## src/rtl/brc_pkg.sv

```systemverilog
package brc_pkg;
   localparam int CTRL_W      = 16;
   localparam int B_PAR_EN    = 0;
   localparam int B_SERR_EN   = 1;
   localparam int B_ISA_EN    = 2;
   localparam int B_VGA_EN    = 3;
   localparam int B_VGA16     = 4;
   localparam int B_MAM       = 5;
   localparam int B_HOT_RST   = 6;

   typedef enum logic [1:0] {
      LNK_L0    = 2'd0,
      LNK_L0S   = 2'd1,
      LNK_L1    = 2'd2,
      LNK_OTHER = 2'd3
   } link_st_e;
endpackage

```

## src/rtl/brc_ctrl_reg.sv

```systemverilog
module brc_ctrl_reg
   import brc_pkg::*;
#(
   parameter int               W     = CTRL_W,
   parameter logic [W-1:0]     WMASK = 16'h005F
) (
   input  logic         clk,
   input  logic         rst_n,
   input  logic         wr_en,
   input  logic         sel,
   input  logic [W-1:0] wdata,
   input  logic         poison_in,
   output logic [W-1:0] rdata,
   output logic [W-1:0] ctrl_q,
   output logic         par_flag
);
   generate
      if (W < 7 || WMASK[B_MAM] != 1'b0) begin : g_bad_cfg
         $error("brc_ctrl_reg: width too small or read-only bit made writable");
      end
   endgenerate

   logic par_set, par_clr;

   assign par_set = poison_in && ctrl_q[B_PAR_EN];
   assign par_clr = wr_en && sel && wdata[0];

   always_ff @(posedge clk) begin
      if (!rst_n) begin
         ctrl_q   <= '0;
         par_flag <= 1'b0;
      end else begin
         if (wr_en && !sel) ctrl_q <= wdata & WMASK;
         if (par_set)       par_flag <= 1'b1;
         else if (par_clr)  par_flag <= 1'b0;
      end
   end

   always_comb begin
      rdata = '0;
      if (sel) rdata[0] = par_flag;
      else     rdata    = ctrl_q;
   end

   p_mam_zero_r1: assert property (@(posedge clk) disable iff (!rst_n)
      !sel |-> rdata[B_MAM] == 1'b0);

   p_par_gate_r10: assert property (@(posedge clk) disable iff (!rst_n)
      $rose(par_flag) |-> $past(poison_in && ctrl_q[B_PAR_EN]));

   p_par_sticky_r10: assert property (@(posedge clk) disable iff (!rst_n)
      par_flag && !(wr_en && sel && wdata[0]) |=> par_flag);
endmodule

```

## src/rtl/brc_io_decode.sv

```systemverilog
module brc_io_decode #(
   parameter int ADDR_W    = 16,
   parameter int GRAN_BITS = 12,
   localparam int HI_W     = ADDR_W - GRAN_BITS
) (
   input  logic              clk,
   input  logic              rst_n,
   input  logic [ADDR_W-1:0] io_addr,
   input  logic [HI_W-1:0]   base_hi,
   input  logic [HI_W-1:0]   limit_hi,
   input  logic              isa_en,
   input  logic              vga_en,
   input  logic              vga16,
   output logic              io_fwd
);
   generate
      if (ADDR_W < 11 || GRAN_BITS < 10 || GRAN_BITS >= ADDR_W) begin : g_bad_cfg
         $error("brc_io_decode: unsupported address or granularity width");
      end
   endgenerate

   logic [ADDR_W-1:0] base_eff, limit_eff;
   logic [9:0]        lo10;
   logic              in_win, isa_cut, vga_lo, upper_zero, vga_hit;

   assign base_eff  = {base_hi,  {GRAN_BITS{1'b0}}};
   assign limit_eff = {limit_hi, {GRAN_BITS{1'b1}}};
   assign in_win    = (io_addr >= base_eff) && (io_addr <= limit_eff);
   assign isa_cut   = isa_en && (io_addr[9:8] != 2'b00);
   assign lo10      = io_addr[9:0];
   assign vga_lo    = ((lo10 >= 10'h3B0) && (lo10 <= 10'h3BB)) ||
                      ((lo10 >= 10'h3C0) && (lo10 <= 10'h3DF));

   generate
      if (ADDR_W > 10) begin : g_upper
         assign upper_zero = (io_addr[ADDR_W-1:10] == '0);
      end else begin : g_no_upper
         assign upper_zero = 1'b1;
      end
   endgenerate

   assign vga_hit = vga_en && vga_lo && (!vga16 || upper_zero);
   assign io_fwd  = vga_hit || (in_win && !isa_cut);

   p_isa_cut_r4: assert property (@(posedge clk) disable iff (!rst_n)
      (isa_en && !vga_en && io_addr[9:8] != 2'b00) |-> !io_fwd);

   p_empty_win_r3: assert property (@(posedge clk) disable iff (!rst_n)
      (base_hi > limit_hi && !vga_en) |-> !io_fwd);

   p_vga_off_r8: assert property (@(posedge clk) disable iff (!rst_n)
      (!vga_en && io_fwd) |-> in_win);
endmodule

```

## src/rtl/brc_err_gate.sv

```systemverilog
module brc_err_gate #(
   parameter int  NUM_CLASS = 3,
   localparam int CLS_W     = (NUM_CLASS > 1) ? $clog2(NUM_CLASS + 1) : 1
) (
   input  logic                 clk,
   input  logic                 rst_n,
   input  logic                 serr_en,
   input  logic                 msg_valid,
   input  logic [CLS_W-1:0]     msg_class,
   input  logic [NUM_CLASS-1:0] class_en,
   output logic                 serr
);
   generate
      if (NUM_CLASS < 1) begin : g_bad_cfg
         $error("brc_err_gate: need at least one error class");
      end
   endgenerate

   logic [NUM_CLASS-1:0] hit;

   generate
      for (genvar i = 0; i < NUM_CLASS; i++) begin : g_cls
         assign hit[i] = msg_valid && (msg_class == CLS_W'(i)) && class_en[i];
      end
   endgenerate

   always_ff @(posedge clk) begin
      if (!rst_n) serr <= 1'b0;
      else        serr <= serr_en && (|hit);
   end

   p_serr_off_r9: assert property (@(posedge clk) disable iff (!rst_n)
      !serr_en |=> !serr);

   p_serr_cause_r9: assert property (@(posedge clk) disable iff (!rst_n)
      !msg_valid |=> !serr);
endmodule

```

## src/rtl/brc_io_router.sv

```systemverilog
module brc_io_router
   import brc_pkg::*;
#(
   parameter int ADDR_W    = 16,
   parameter int GRAN_BITS = 12,
   parameter int NUM_CLASS = 3
) (
   input  logic                        clk,
   input  logic                        rst_n,
   input  logic                        reg_wr_en,
   input  logic                        reg_sel,
   input  logic [CTRL_W-1:0]           reg_wdata,
   output logic [CTRL_W-1:0]           reg_rdata,
   input  logic [ADDR_W-GRAN_BITS-1:0] win_base_hi,
   input  logic [ADDR_W-GRAN_BITS-1:0] win_limit_hi,
   input  logic [ADDR_W-1:0]           io_addr,
   output logic                        io_fwd,
   input  logic                        err_msg_valid,
   input  logic [1:0]                  err_msg_class,
   input  logic [NUM_CLASS-1:0]        rc_err_en,
   output logic                        serr_out,
   input  logic                        poison_cpl,
   input  logic [1:0]                  link_state,
   output logic                        hot_rst_req
);
   logic [CTRL_W-1:0] ctrl_q;
   logic              par_flag;

   brc_ctrl_reg #(.W(CTRL_W)) u_reg (
      .clk       (clk),
      .rst_n     (rst_n),
      .wr_en     (reg_wr_en),
      .sel       (reg_sel),
      .wdata     (reg_wdata),
      .poison_in (poison_cpl),
      .rdata     (reg_rdata),
      .ctrl_q    (ctrl_q),
      .par_flag  (par_flag)
   );

   brc_io_decode #(.ADDR_W(ADDR_W), .GRAN_BITS(GRAN_BITS)) u_dec (
      .clk      (clk),
      .rst_n    (rst_n),
      .io_addr  (io_addr),
      .base_hi  (win_base_hi),
      .limit_hi (win_limit_hi),
      .isa_en   (ctrl_q[B_ISA_EN]),
      .vga_en   (ctrl_q[B_VGA_EN]),
      .vga16    (ctrl_q[B_VGA16]),
      .io_fwd   (io_fwd)
   );

   brc_err_gate #(.NUM_CLASS(NUM_CLASS)) u_err (
      .clk       (clk),
      .rst_n     (rst_n),
      .serr_en   (ctrl_q[B_SERR_EN]),
      .msg_valid (err_msg_valid),
      .msg_class (err_msg_class),
      .class_en  (rc_err_en),
      .serr      (serr_out)
   );

   assign hot_rst_req = ctrl_q[B_HOT_RST] && (link_state != LNK_OTHER);

   p_hot_state_r11: assert property (@(posedge clk) disable iff (!rst_n)
      hot_rst_req |-> link_state != LNK_OTHER);

   p_hot_hold_r11: assert property (@(posedge clk) disable iff (!rst_n)
      (hot_rst_req && !reg_wr_en && $stable(link_state)) |=> hot_rst_req);
endmodule

```

## config.mk

```make
export PLATFORM = sky130hd
export DESIGN_NAME = brc_io_router
export DESIGN_NICKNAME = d
export VERILOG_FILES = /design/src/rtl/brc_pkg.sv /design/src/rtl/brc_ctrl_reg.sv /design/src/rtl/brc_io_decode.sv /design/src/rtl/brc_err_gate.sv /design/src/rtl/brc_io_router.sv
export SDC_FILE = /design/constraint.sdc
export NUM_CORES = 1
export LEC_CHECK = 0
export ABC_CLOCK_PERIOD_IN_PS = 1500
export BUFFER_PORTS_ARGS = -buffer_cell sky130_fd_sc_hd__clkbuf_2
export CAP_MARGIN = 20
export CORE_MARGIN = 2
export CORE_UTILIZATION = 35
export DETAILED_ROUTE_END_ITERATION = 8
export PLACE_DENSITY_LB_ADDON = 0.25
export SETUP_SLACK_MARGIN = 0.4
export SKIP_LAST_GASP = 1
export SLEW_MARGIN = 20
export SYNTH_ARGS = -nofsm -noshare
export SYNTH_HDL_FRONTEND = slang
export SYNTH_SLANG_ARGS = --single-unit
```

## constraint.sdc

```tcl
create_clock -name clk -period 1.5 [get_ports clk]
set_input_delay 0.075 -clock clk [delete_from_list [all_inputs] [get_ports clk]]
set_output_delay 0.075 -clock clk [all_outputs]
set_load 0.02 [all_outputs]
```

==> impl_metrics.sql, run 1 <==
INSERT INTO impl_metrics (metric_group, metric, value, unit) VALUES
('global_route', 'grt_max_degree', '9', ''),
('placed_design', 'post-place-cells', '171', ''),
('power_and_ir_drop', 'seqPwrFrac', '0.368', ''),
('route', 'viasPerCell', '4.63', ''),
('setup_path', 'cp_cell_sequence', 'clkbuf_2 -> or4_4 -> o31ai_4 -> o21ai_1 -> o32ai_2 -> buf_4', ''),
('setup_path', 'critical_path_start_type', 'primary input', ''),
('flow_run', 'max-cap-violations', '0', ''),
('logic_synthesis', 'synth.yosys.warnings', '0', ''),
('route', 'finalWirelength', '1790', 'um'),
('logic_synthesis', 'synthesis.area_per_instance', '8.32', 'um2'),
('placed_design', 'port_buffers', '51', ''),
('sta', 'maxClockFrequency', '0.656', 'GHz'),
('power_and_ir_drop', 'worst_ir_drop_vdd', '0.257', 'mV'),
('hold_path', 'worstHoldStart', 'err_msg_valid', ''),
('global_route', 'grt_first_pass_wirelength', '2590', 'um'),
('global_route', 'first_global_vias', '654', ''),
('hold_path', 'holdCritPathClass', 'in2reg', ''),
('sta', 'report.final.setup_viol', '1', ''),
('floorplan', 'initial_utilization', '0.379', ''),
('logic_synthesis', 'ys_types', '29', ''),
('cells_and_area', 'final_util', '0.547', ''),
('logic_synthesis', 'mappedNetlistArea', '766', 'um2'),
('power_and_ir_drop', 'pwr_density_cell', '559', 'nW/um2'),
('sta', 'final-max-slew-violation-count', '0', ''),
('logic_synthesis', 'synth.yosys.seq_area_share', '0.209', ''),
('sta', 'hold_viol', '0', ''),
('logic_synthesis', 'yosys_most_used_dff', 'dfxtp_1', ''),
('clock_network', 'clk_latency', '0.24', 'ns'),
('cells_and_area', 'layout.cell_area.non_filler', '1110', 'um2'),
('route', 'detailroute.via_count', '805', ''),
('setup_path', 'worst_setup_path_end_kind', 'primary output', ''),
('logic_synthesis', 'synth_async_sr_flop_share', '0', ''),
('cells_and_area', 'area.growth.synth_to_final', '44.4', '%'),
('floorplan', 'chipHeight', '50.8', 'um'),
('setup_path', 'criticalPathCategory', 'in2out', ''),
('setup_path', 'regToRegStartpoint', 'u_reg.ctrl_q[0]$_SDFFE_PN0P_', ''),
('clock_network', 'cts-buffers-inserted', '3', ''),
('route', 'final_antenna_net_count', '0', ''),
('status', 'status', 'finished, violations left', ''),
('cells_and_area', 'final-seq-area', '160', 'um2'),
('placed_design', 'placement.setup.worst_slack', '-0.0122', 'ns'),
('global_route', 'grt_util_met1', '0.146', ''),
('hold_path', 'hold_path_depth', '2', ''),
('logic_synthesis', 'synth_top_cell_by_area', 'dfxtp_1', ''),
('power_and_ir_drop', 'power.clock.fraction', '0.250', ''),
('power_and_ir_drop', 'swShare', '0.312', ''),
('power_and_ir_drop', 'p_leak', '0.564', 'nW'),
('setup_path', 'cp.required', '1.42', 'ns'),
('clock_network', 'clkTransAtPathRegs', '0.05', 'ns'),
('sta', 'finalWorstPathRequiredPeriod', '1.53', 'ns'),
('global_route', 'grtUsageMet3', '0.0298', ''),
('logic_synthesis', 'edff_count_synth', '0', ''),
('logic_synthesis', 'top_cell_type_s_share_of_synthesized_area', '0.209', ''),
('power_and_ir_drop', 'comb_power_share', '0.382', ''),
('floorplan', 'fp.dieW', '50.8', 'um'),
('placed_design', 'gp_routability_congestion', '0.731', ''),
('clock_network', 'cts-root-buf', 'clkbuf_4', ''),
('setup_path', 'crit_path_max_incr_delay', '0.56', 'ns'),
('clock_network', 'cts_num_sinks', '8', ''),
('cells_and_area', 'fillCellCount', '197', ''),
('setup_path', 'critPathLaunch', 'io_addr[13]', ''),
('global_route', 'grt_overflow_total', '0', ''),
('sta', 'timing.final.ws_setup', '-0.0251', 'ns'),
('setup_path', 'reg2reg_slack', '0.84', 'ns'),
('clock_network', 'clock_path_buffers', '2', ''),
('hold_path', 'min_delay_worst_endpoint', 'u_err.serr$_SDFF_PN0_', ''),
('route', 'drt_drc_violations_left', '0', ''),
('power_and_ir_drop', 'internal-power', '0.426', 'mW'),
('clock_network', 'cts_tree', 'built', ''),
('status', 'violations_in_the_final_reports', 'setup timing', ''),
('setup_path', 'timing.critical_path.fanout_max', '3', '');
layer usage:
metal	up-vias	routed length [um]	part of all wire
li1	418	-	-
met1	341	721	0.40
met2	42	894	0.50
met3	4	150	0.084
met4	0	27	0.015
met5	-	0	0
cell families (layout without fill, tap and decap cells):
group | count (synthesis) | in the layout | share of synthesized area
AO/OA/AOI/OAI | 16 | 16 | 0.150
adder cells (fa/ha/maj) | 8 | 8 | 0.131
buffers and inverters | 20 | 66 | 0.149
AND/OR/NAND/NOR | 31 | 31 | 0.250
other | 1 | 10 | 0.00490
multiplexers | 8 | 8 | 0.106
flip-flops | 8 | 8 | 0.209
sequential cells by signal (all words and copies together) (netlist names):
name            count
u_reg.par_flag      1
u_reg.ctrl_q        6
u_err.serr          1
power by group through the flow:
stage | sequential, mW | combinational [mW] | clock [mW]
3_5_place_dp | 0.232 | 0.218 | 0
5_1_grt | 0.229 | 0.264 | 0.171
3_3_place_gp | 0.231 | 0.213 | 0
6_report | 0.228 | 0.236 | 0.155
2_1_floorplan | 0.230 | 0.139 | 0
4_1_cts | 0.227 | 0.220 | 0.160
layout make-up:
type                       count  area share
timing repair buffer          54       0.253
sequential                     8       0.145
clock buffer                   3      0.0204
inverter                       9      0.0305
tap                           27      0.0305
multi-input combinational     73       0.520
worst max-delay path: cells and delay by family:
family                 cells  cell delay [ns]
AO/OA/AOI/OAI              3             0.50
AND/OR/NAND/NOR            1             0.56
buffers and inverters      2             0.31
what timing repair did:
action | CTS | global route
endpoints found under the setup margin | 1 | 1
resized for setup | 0 | 7
buffers inserted | 0 | 0
worst max-delay path by stage:
stage | end | slack, ns
finish | io_fwd | -0.03
global route | io_fwd | -0.05
CTS | io_fwd | -0.02
global placement | io_fwd | -0.01
detailed placement | io_fwd | -0.01
floorplan | io_fwd | 0.19
cell usage in the layout, fill, tap and decap left out, types with 2 or more instances in the layout:
master,count
mux2i_1,7
a21oi_1,3
nand3_1,3
nand4_1,2
clkbuf_2,50
nand2_1,2
nor2_1,2
ha_1,5
buf_4,4
dfxtp_1,8
o21ai_0,4
ha_4,3
conb_1,10
nor2b_1,13
nor4_1,3
and4_1,2
clkbuf_4,3
inv_1,9
Power figures use the tool's default switching activity.
==> run 2: changes to the inputs <==
--- a/config.mk
+++ b/config.mk
@@ -6,10 +6,10 @@
 export NUM_CORES = 1
 export LEC_CHECK = 0
 export ABC_CLOCK_PERIOD_IN_PS = 1500
-export BUFFER_PORTS_ARGS = -buffer_cell sky130_fd_sc_hd__clkbuf_2
+export BUFFER_PORTS_ARGS = -buffer_cell sky130_fd_sc_hd__buf_2
 export CAP_MARGIN = 20
 export CORE_MARGIN = 2
-export CORE_UTILIZATION = 35
+export CORE_UTILIZATION = 36
 export DETAILED_ROUTE_END_ITERATION = 8
 export PLACE_DENSITY_LB_ADDON = 0.25
 export SETUP_SLACK_MARGIN = 0.4
==> run 2 against run 1 <==
Against the previous run:
- the flow still finishes with violations (setup timing)
- utilization decreased by 1.2 points
- total power shrank 1.4%
- global-route usage increased by 2.6 points
- wire length up 1.8%
- sequential power hardly changed
- non-clock buffer count is 1 lower
- clock-buffer cell count unchanged
==> impl_metrics.sql, run 2 (synthesis gave the netlist of run 1 again) <==
INSERT INTO impl_metrics (metric_group, metric, value, unit) VALUES
('route', 'routed_wire_length_per_instance', '10.6', 'um'),
('clock_network', 'clkTransAtPathRegs', '0.05', 'ns'),
('cells_and_area', 'final_nets', '209', ''),
('cells_and_area', 'mostFrequentLayoutCell', 'buf_2', ''),
('clock_network', 'clk_latency', '0.24', 'ns'),
('flow_run', 'max-cap-violations', '0', ''),
('placed_design', 'gp_routability_congestion', '0.774', ''),
('power_and_ir_drop', 'net-switching-power', '0.191', 'mW'),
('power_and_ir_drop', 'pwr_density_cell', '575', 'nW/um2'),
('floorplan', 'initial_utilization', '0.386', ''),
('sta', 'hold_ws', '0.0905', 'ns'),
('floorplan', 'design.core.area', '1980', 'um2'),
('hold_path', 'min_delay_worst_endpoint', 'u_err.serr$_SDFF_PN0_', ''),
('clock_network', 'cts_tree', 'built', ''),
('floorplan', 'fp-row-count', '16', ''),
('sta', 'share_of_the_cycle_needed_by_the_critical_path_after_routing', '1.02', ''),
('cells_and_area', 'fraction_of_final_layout_cells_with_drive_strength_greater_than_1', '0.418', ''),
('setup_path', 'timing.reg2reg.worst_path_depth', '2', ''),
('setup_path', 'timing.critical_path.fanout_max', '3', ''),
('clock_network', 'cts-buffers-inserted', '3', ''),
('floorplan', 'chipHeight', '50.1', 'um'),
('status', 'status', 'finished, violations left', ''),
('power_and_ir_drop', 'p_leak', '0.555', 'nW'),
('clock_network', 'h-tree-depth', '1', ''),
('global_route', 'grt_overflow_total', '0', ''),
('cells_and_area', 'fillCellCount', '201', ''),
('cells_and_area', 'most_used_cells_in_the_layout_excluding_fill_and_tap_cells', '50 x buf_2, 13 x nor2b_1, 10 x conb_1', ''),
('setup_path', 'cp_data_arrival_time', '1.45', 'ns'),
('setup_path', 'cp.required', '1.42', 'ns'),
('setup_path', 'reg2reg_slack', '0.85', 'ns'),
('global_route', 'grt_max_degree', '9', ''),
('route', 'viasPerCell', '4.65', ''),
('global_route', 'first_global_vias', '789', ''),
('cells_and_area', 'reg_top3', 'u_reg.ctrl_q (6), u_err.serr (1), u_reg.par_flag (1)', ''),
('cells_and_area', 'finished_layout_cells', '173', ''),
('clock_network', 'clock_path_buffers', '2', ''),
('placed_design', 'port_buffers', '51', ''),
('sta', 'rsz0062_at_grt', 'yes', ''),
('setup_path', 'regToRegStartpoint', 'u_reg.ctrl_q[0]$_SDFFE_PN0P_', ''),
('cells_and_area', 'layout.cell_area.non_filler', '1060', 'um2'),
('route', 'final_antenna_net_count', '0', ''),
('cells_and_area', 'area.growth.synth_to_final', '38.6', '%'),
('clock_network', 'cts-root-buf', 'clkbuf_4', ''),
('floorplan', 'floorplan.die_area', '2510', 'um2'),
('setup_path', 'cp_cell_sequence', 'buf_2 -> ha_1 -> nand3_1 -> or3_1 -> o31a_1 -> o32ai_2 -> buf_4', ''),
('power_and_ir_drop', 'seqPwrFrac', '0.373', ''),
('setup_path', 'crit_path_max_incr_delay', '0.35', 'ns'),
('setup_path', 'crit_slowest_cell', 'or3_1', ''),
('hold_path', 'worstHoldStart', 'err_msg_valid', ''),
('sta', 'report.final.setup_viol', '1', ''),
('sta', 'final-max-slew-violation-count', '0', ''),
('setup_path', 'critical_path_start_type', 'primary input', ''),
('global_route', 'gr-usage-all-layers', '0.157', ''),
('hold_path', 'hold_path_depth', '2', ''),
('status', 'violations_in_the_final_reports', 'setup timing', ''),
('power_and_ir_drop', 'swShare', '0.314', ''),
('setup_path', 'critical_path.reg2reg.endpoint', 'u_reg.par_flag$_SDFFE_PN0P_', ''),
('power_and_ir_drop', 'power.total', '0.610', 'mW'),
('cells_and_area', 'antenna_cells_inserted', '0', ''),
('placed_design', 'dpl.hpwl', '1650', 'um'),
('sta', 'maxClockFrequency', '0.655', 'GHz'),
('route', 'finalWirelength', '1830', 'um'),
('sta', 'hold_viol', '0', ''),
('floorplan', 'fp.dieW', '50.1', 'um'),
('global_route', 'initial_antenna_violation_count', '0', ''),
('power_and_ir_drop', 'worst_ir_drop_vdd', '0.247', 'mV'),
('sta', 'timing.final.ws_setup', '-0.0263', 'ns'),
('hold_path', 'holdCritPathClass', 'in2reg', ''),
('setup_path', 'criticalPathCategory', 'in2out', ''),
('route', 'detailroute.via_count', '805', ''),
('route', 'drt_drc_violations_left', '0', ''),
('clock_network', 'setup_buffers_after_cts', '0', ''),
('floorplan', 'floorplan.io_pins', '72', ''),
('clock_network', 'post_cts_hold_buffer_count', '0', ''),
('power_and_ir_drop', 'comb_power_share', '0.367', ''),
('placed_design', 'dpl-instance-area', '1020', 'um2'),
('sta', 'setup-tns-final', '-0.0263', 'ns'),
('setup_path', 'worst_setup_path_end_kind', 'primary output', ''),
('cells_and_area', 'final_util', '0.535', ''),
('power_and_ir_drop', 'internal-power', '0.419', 'mW'),
('placed_design', 'placement.setup.worst_slack', '-0.0688', 'ns'),
('global_route', 'grt_first_pass_wirelength', '3050', 'um'),
('sta', 'timing.clock.skew', '0.000156', 'ns'),
('route', 'number_of_drc_violations_after_detailed_routing_iteration_0', '3', ''),
('route', 'first_pass_iters', '4', ''),
('clock_network', 'cts_num_sinks', '8', ''),
('sta', 'finalWorstPathRequiredPeriod', '1.53', 'ns'),
('placed_design', 'post-place-cells', '170', ''),
('cells_and_area', 'largest_register_ff_count', '6', ''),
('cells_and_area', 'max_flop_register', 'u_reg.ctrl_q', ''),
('power_and_ir_drop', 'power.clock.fraction', '0.260', '');
run 2: cell types whose count changed in the layout (fill, tap and decap cells not counted), moves of 2 or more:
cell      change
ha_4          -2
clkbuf_2     -50
buf_2        +50
ha_1          +2
run 2: cell type report:
| type | instances | area (um2) | share of cell area |
|---|---|---|---|
| Sequential cell | 8 | 160 | 0.151 |
| Inverter | 9 | 33.8 | 0.0318 |
| Tap cell | 27 | 33.8 | 0.0318 |
| Timing Repair Buffer | 53 | 273 | 0.257 |
| Clock buffer | 3 | 22.5 | 0.0212 |
| Multi-Input combinational cell | 73 | 538 | 0.507 |
run 2: critical path, delay by kind of cell:
kind | cells | cell delay, ns
AO/OA/AOI/OAI | 2 | 0.36
AND/OR/NAND/NOR | 2 | 0.42
adder cells (fa/ha/maj) | 1 | 0.29
buffers and inverters | 2 | 0.30
run 2: worst max-delay path by stage:
stage / startpoint / to / slack [ns] / depth (start not counted)
2_1_floorplan: io_addr[13] / io_fwd / 0.19 / 4
3_3_place_gp: io_addr[14] / io_fwd / -0.006 / 7
3_5_place_dp: io_addr[13] / io_fwd / -0.07 / 7
4_1_cts: io_addr[14] / io_fwd / -0.03 / 7
5_1_grt: io_addr[13] / io_fwd / -0.11 / 6
6_report: io_addr[14] / io_fwd / -0.03 / 7
run 2: repair_timing:
item	CTS	global route
endpoints found under the setup margin	1	2
gates cloned	0	0
gates resized for setup	2	1
run 2: power groups by stage:
stage / clock, mW / combinational (mW) / sequential (mW)
floorplan: 0 / 0.139 / 0.230
global placement: 0 / 0.212 / 0.231
detailed placement: 0 / 0.219 / 0.232
CTS: 0.166 / 0.226 / 0.227
global route: 0.173 / 0.252 / 0.228
finish: 0.159 / 0.224 / 0.227
run 2: metal layers:
metal,track usage,vias up,routed length (um)
met5,0,-,0
met1,0.161,340,698
li1,-,418,-
met4,0.0833,0,41
met3,0.0303,6,167
met2,0.294,41,919
==> run 3: changes to the inputs <==
--- a/config.mk
+++ b/config.mk
@@ -11,6 +11,7 @@
 export CORE_MARGIN = 2
 export CORE_UTILIZATION = 36
 export DETAILED_ROUTE_END_ITERATION = 8
+export HOLD_SLACK_MARGIN = 0.12
 export PLACE_DENSITY_LB_ADDON = 0.25
 export SETUP_SLACK_MARGIN = 0.4
 export SKIP_LAST_GASP = 1
==> run 3 against run 2 <==
Against the previous run:
- worst setup slack barely moved
- critical path type unchanged
- global-route usage rose by 0.69 points
- clock skew hardly changed
- utilization grew 4.0 points
- sequential power is essentially flat
- clock power is essentially flat
- the flow still finishes with violations (setup timing)
- die area stayed put
- flip-flop and latch count did not move
==> impl_metrics.sql, run 3 (synthesis gave the netlist of run 1 again) <==
INSERT INTO impl_metrics (metric_group, metric, value, unit) VALUES
('route', 'drt_drc_violations_left', '0', ''),
('sta', 'final-max-slew-violation-count', '0', ''),
('cells_and_area', 'fraction_of_final_layout_cells_with_drive_strength_greater_than_1', '0.396', ''),
('power_and_ir_drop', 'worst_ir_drop_vdd', '0.246', 'mV'),
('floorplan', 'floorplan.io_pins', '72', ''),
('status', 'violations_in_the_final_reports', 'setup timing', ''),
('clock_network', 'cts_tree', 'built', ''),
('floorplan', 'fp.dieW', '50.1', 'um'),
('clock_network', 'clkTransAtPathRegs', '0.05', 'ns'),
('route', 'finalWirelength', '1900', 'um'),
('global_route', 'grt_overflow_total', '0', ''),
('clock_network', 'h-tree-depth', '1', ''),
('cells_and_area', 'largest_register_ff_count', '6', ''),
('sta', 'timing.clock.skew', '0.000156', 'ns'),
('cells_and_area', 'max_flop_register', 'u_reg.ctrl_q', ''),
('setup_path', 'timing.critical_path.fanout_max', '3', ''),
('power_and_ir_drop', 'comb_power_share', '0.384', ''),
('hold_path', 'worstHoldStart', 'rst_n', ''),
('sta', 'share_of_the_cycle_needed_by_the_critical_path_after_routing', '1.02', ''),
('sta', 'rsz0062_at_grt', 'yes', ''),
('clock_network', 'cts_num_sinks', '8', ''),
('sta', 'hold_viol', '0', ''),
('floorplan', 'initial_utilization', '0.386', ''),
('global_route', 'gr-usage-all-layers', '0.164', ''),
('placed_design', 'port_buffers', '51', ''),
('sta', 'timing.final.ws_setup', '-0.0268', 'ns'),
('power_and_ir_drop', 'internal-power', '0.432', 'mW'),
('power_and_ir_drop', 'net-switching-power', '0.194', 'mW'),
('sta', 'maxClockFrequency', '0.655', 'GHz'),
('setup_path', 'critical_path.reg2reg.endpoint', 'u_reg.par_flag$_SDFFE_PN0P_', ''),
('cells_and_area', 'fillCellCount', '192', ''),
('setup_path', 'worst_setup_path_end_kind', 'primary output', ''),
('global_route', 'grt_max_degree', '9', ''),
('route', 'routed_wire_length_per_instance', '10.5', 'um'),
('power_and_ir_drop', 'swShare', '0.310', ''),
('route', 'number_of_drc_violations_after_detailed_routing_iteration_0', '5', ''),
('power_and_ir_drop', 'pwr_density_cell', '549', 'nW/um2'),
('floorplan', 'floorplan.die_area', '2510', 'um2'),
('clock_network', 'cts-root-buf', 'clkbuf_4', ''),
('power_and_ir_drop', 'p_leak', '0.588', 'nW'),
('setup_path', 'critical_path_start_type', 'primary input', ''),
('power_and_ir_drop', 'power.clock.fraction', '0.254', ''),
('sta', 'finalWorstPathRequiredPeriod', '1.53', 'ns'),
('floorplan', 'design.core.area', '1980', 'um2'),
('setup_path', 'timing.reg2reg.worst_path_depth', '2', ''),
('placed_design', 'placement.setup.worst_slack', '-0.0688', 'ns'),
('clock_network', 'clock_path_buffers', '2', ''),
('status', 'status', 'finished, violations left', ''),
('cells_and_area', 'final_nets', '217', ''),
('hold_path', 'holdCritPathClass', 'in2reg', ''),
('setup_path', 'cp_data_arrival_time', '1.45', 'ns'),
('floorplan', 'chipHeight', '50.1', 'um'),
('route', 'viasPerCell', '4.57', ''),
('floorplan', 'fp-row-count', '16', ''),
('cells_and_area', 'most_used_cells_in_the_layout_excluding_fill_and_tap_cells', '50 x buf_2, 13 x nor2b_1, 10 x conb_1', ''),
('setup_path', 'criticalPathCategory', 'in2out', ''),
('hold_path', 'min_delay_worst_endpoint', 'u_reg.par_flag$_SDFFE_PN0P_', ''),
('route', 'first_pass_iters', '4', ''),
('placed_design', 'dpl.hpwl', '1650', 'um'),
('cells_and_area', 'area.growth.synth_to_final', '49.0', '%'),
('clock_network', 'clk_latency', '0.24', 'ns'),
('sta', 'report.final.setup_viol', '1', ''),
('setup_path', 'cp.required', '1.42', 'ns'),
('power_and_ir_drop', 'power.total', '0.626', 'mW'),
('clock_network', 'cts-buffers-inserted', '3', ''),
('route', 'final_antenna_net_count', '0', ''),
('global_route', 'first_global_vias', '821', ''),
('global_route', 'grt_first_pass_wirelength', '3190', 'um'),
('power_and_ir_drop', 'seqPwrFrac', '0.363', ''),
('route', 'detailroute.via_count', '827', ''),
('cells_and_area', 'mostFrequentLayoutCell', 'buf_2', ''),
('setup_path', 'reg2reg_slack', '0.85', 'ns'),
('global_route', 'initial_antenna_violation_count', '0', ''),
('hold_path', 'hold_path_depth', '2', ''),
('setup_path', 'regToRegStartpoint', 'u_reg.ctrl_q[0]$_SDFFE_PN0P_', ''),
('flow_run', 'max-cap-violations', '0', ''),
('cells_and_area', 'antenna_cells_inserted', '0', ''),
('cells_and_area', 'reg_top3', 'u_reg.ctrl_q (6), u_err.serr (1), u_reg.par_flag (1)', ''),
('placed_design', 'gp_routability_congestion', '0.774', '');
## run 3: cell count changes in the layout (fill, tap and decap cells not counted), sizes merged
cell | previous run | this run
dlygate4sd3 | 0 | 8
## run 3: power groups by stage
stage | logic (mW) | clock network [mW] | registers, mW
4_1_cts | 0.242 | 0.166 | 0.227
2_1_floorplan | 0.139 | 0 | 0.230
5_1_grt | 0.270 | 0.173 | 0.228
3_3_place_gp | 0.212 | 0 | 0.231
3_5_place_dp | 0.219 | 0 | 0.232
6_report | 0.240 | 0.159 | 0.227
## run 3: layer usage
metal	routed length [um]	part of all wire	GRT usage	up-vias
li1	-	-	-	434
met1	732	0.39	0.169	346
met2	956	0.50	0.311	41
met3	165	0.087	0.0273	6
met4	41	0.022	0.0833	0
met5	0	0	0	-
## run 3: worst max path at each step
stage	startpoint	endpoint	slack, ns	depth (start not counted)
finish	io_addr[14]	io_fwd	-0.03	7
global route	io_addr[13]	io_fwd	-0.11	6
CTS	io_addr[14]	io_fwd	-0.03	7
detailed placement	io_addr[13]	io_fwd	-0.07	7
global placement	io_addr[14]	io_fwd	-0.006	7
floorplan	io_addr[13]	io_fwd	0.19	4
## run 3: timing repair
action / 4_1_cts / 5_1_grt
buffers inserted: 0 / 0
hold buffers: 8 / 0
setup endpoints to repair: 1 / 2
resized for setup: 2 / 1
hold endpoints to repair: 8 / 0
## run 3: through the flow
stage / hold slack, ns / instance area (um2) / TNS, ns / cells / util
floorplan: 0.203 / 800 / 0 / 101 / -
global placement: 0.334 / 1020 / -0.00591 / 170 / 0.516
detailed placement: 0.340 / 1020 / -0.0688 / 170 / 0.516
CTS: 0.127 / 1140 / -0.0349 / 181 / 0.576
global route: 0.149 / 1140 / -0.111 / 181 / 0.576
finish: 0.130 / 1140 / -0.0268 / 181 / 0.576
## run 3: final cells by class
class | instances | area [um2] | area share
tap | 27 | 33.8 | 0.0296
timing repair buffer | 61 | 353 | 0.309
multi-input combinational | 73 | 538 | 0.471
sequential | 8 | 160 | 0.140
clock buffer | 3 | 22.5 | 0.0197
inverter | 9 | 33.8 | 0.0296
## run 3: critical path: stages
cell     delay [ns]
buf_2          0.12
ha_1           0.29
nand3_1        0.07
or3_1          0.35
o31a_1         0.26
o32ai_2        0.10
buf_4          0.18
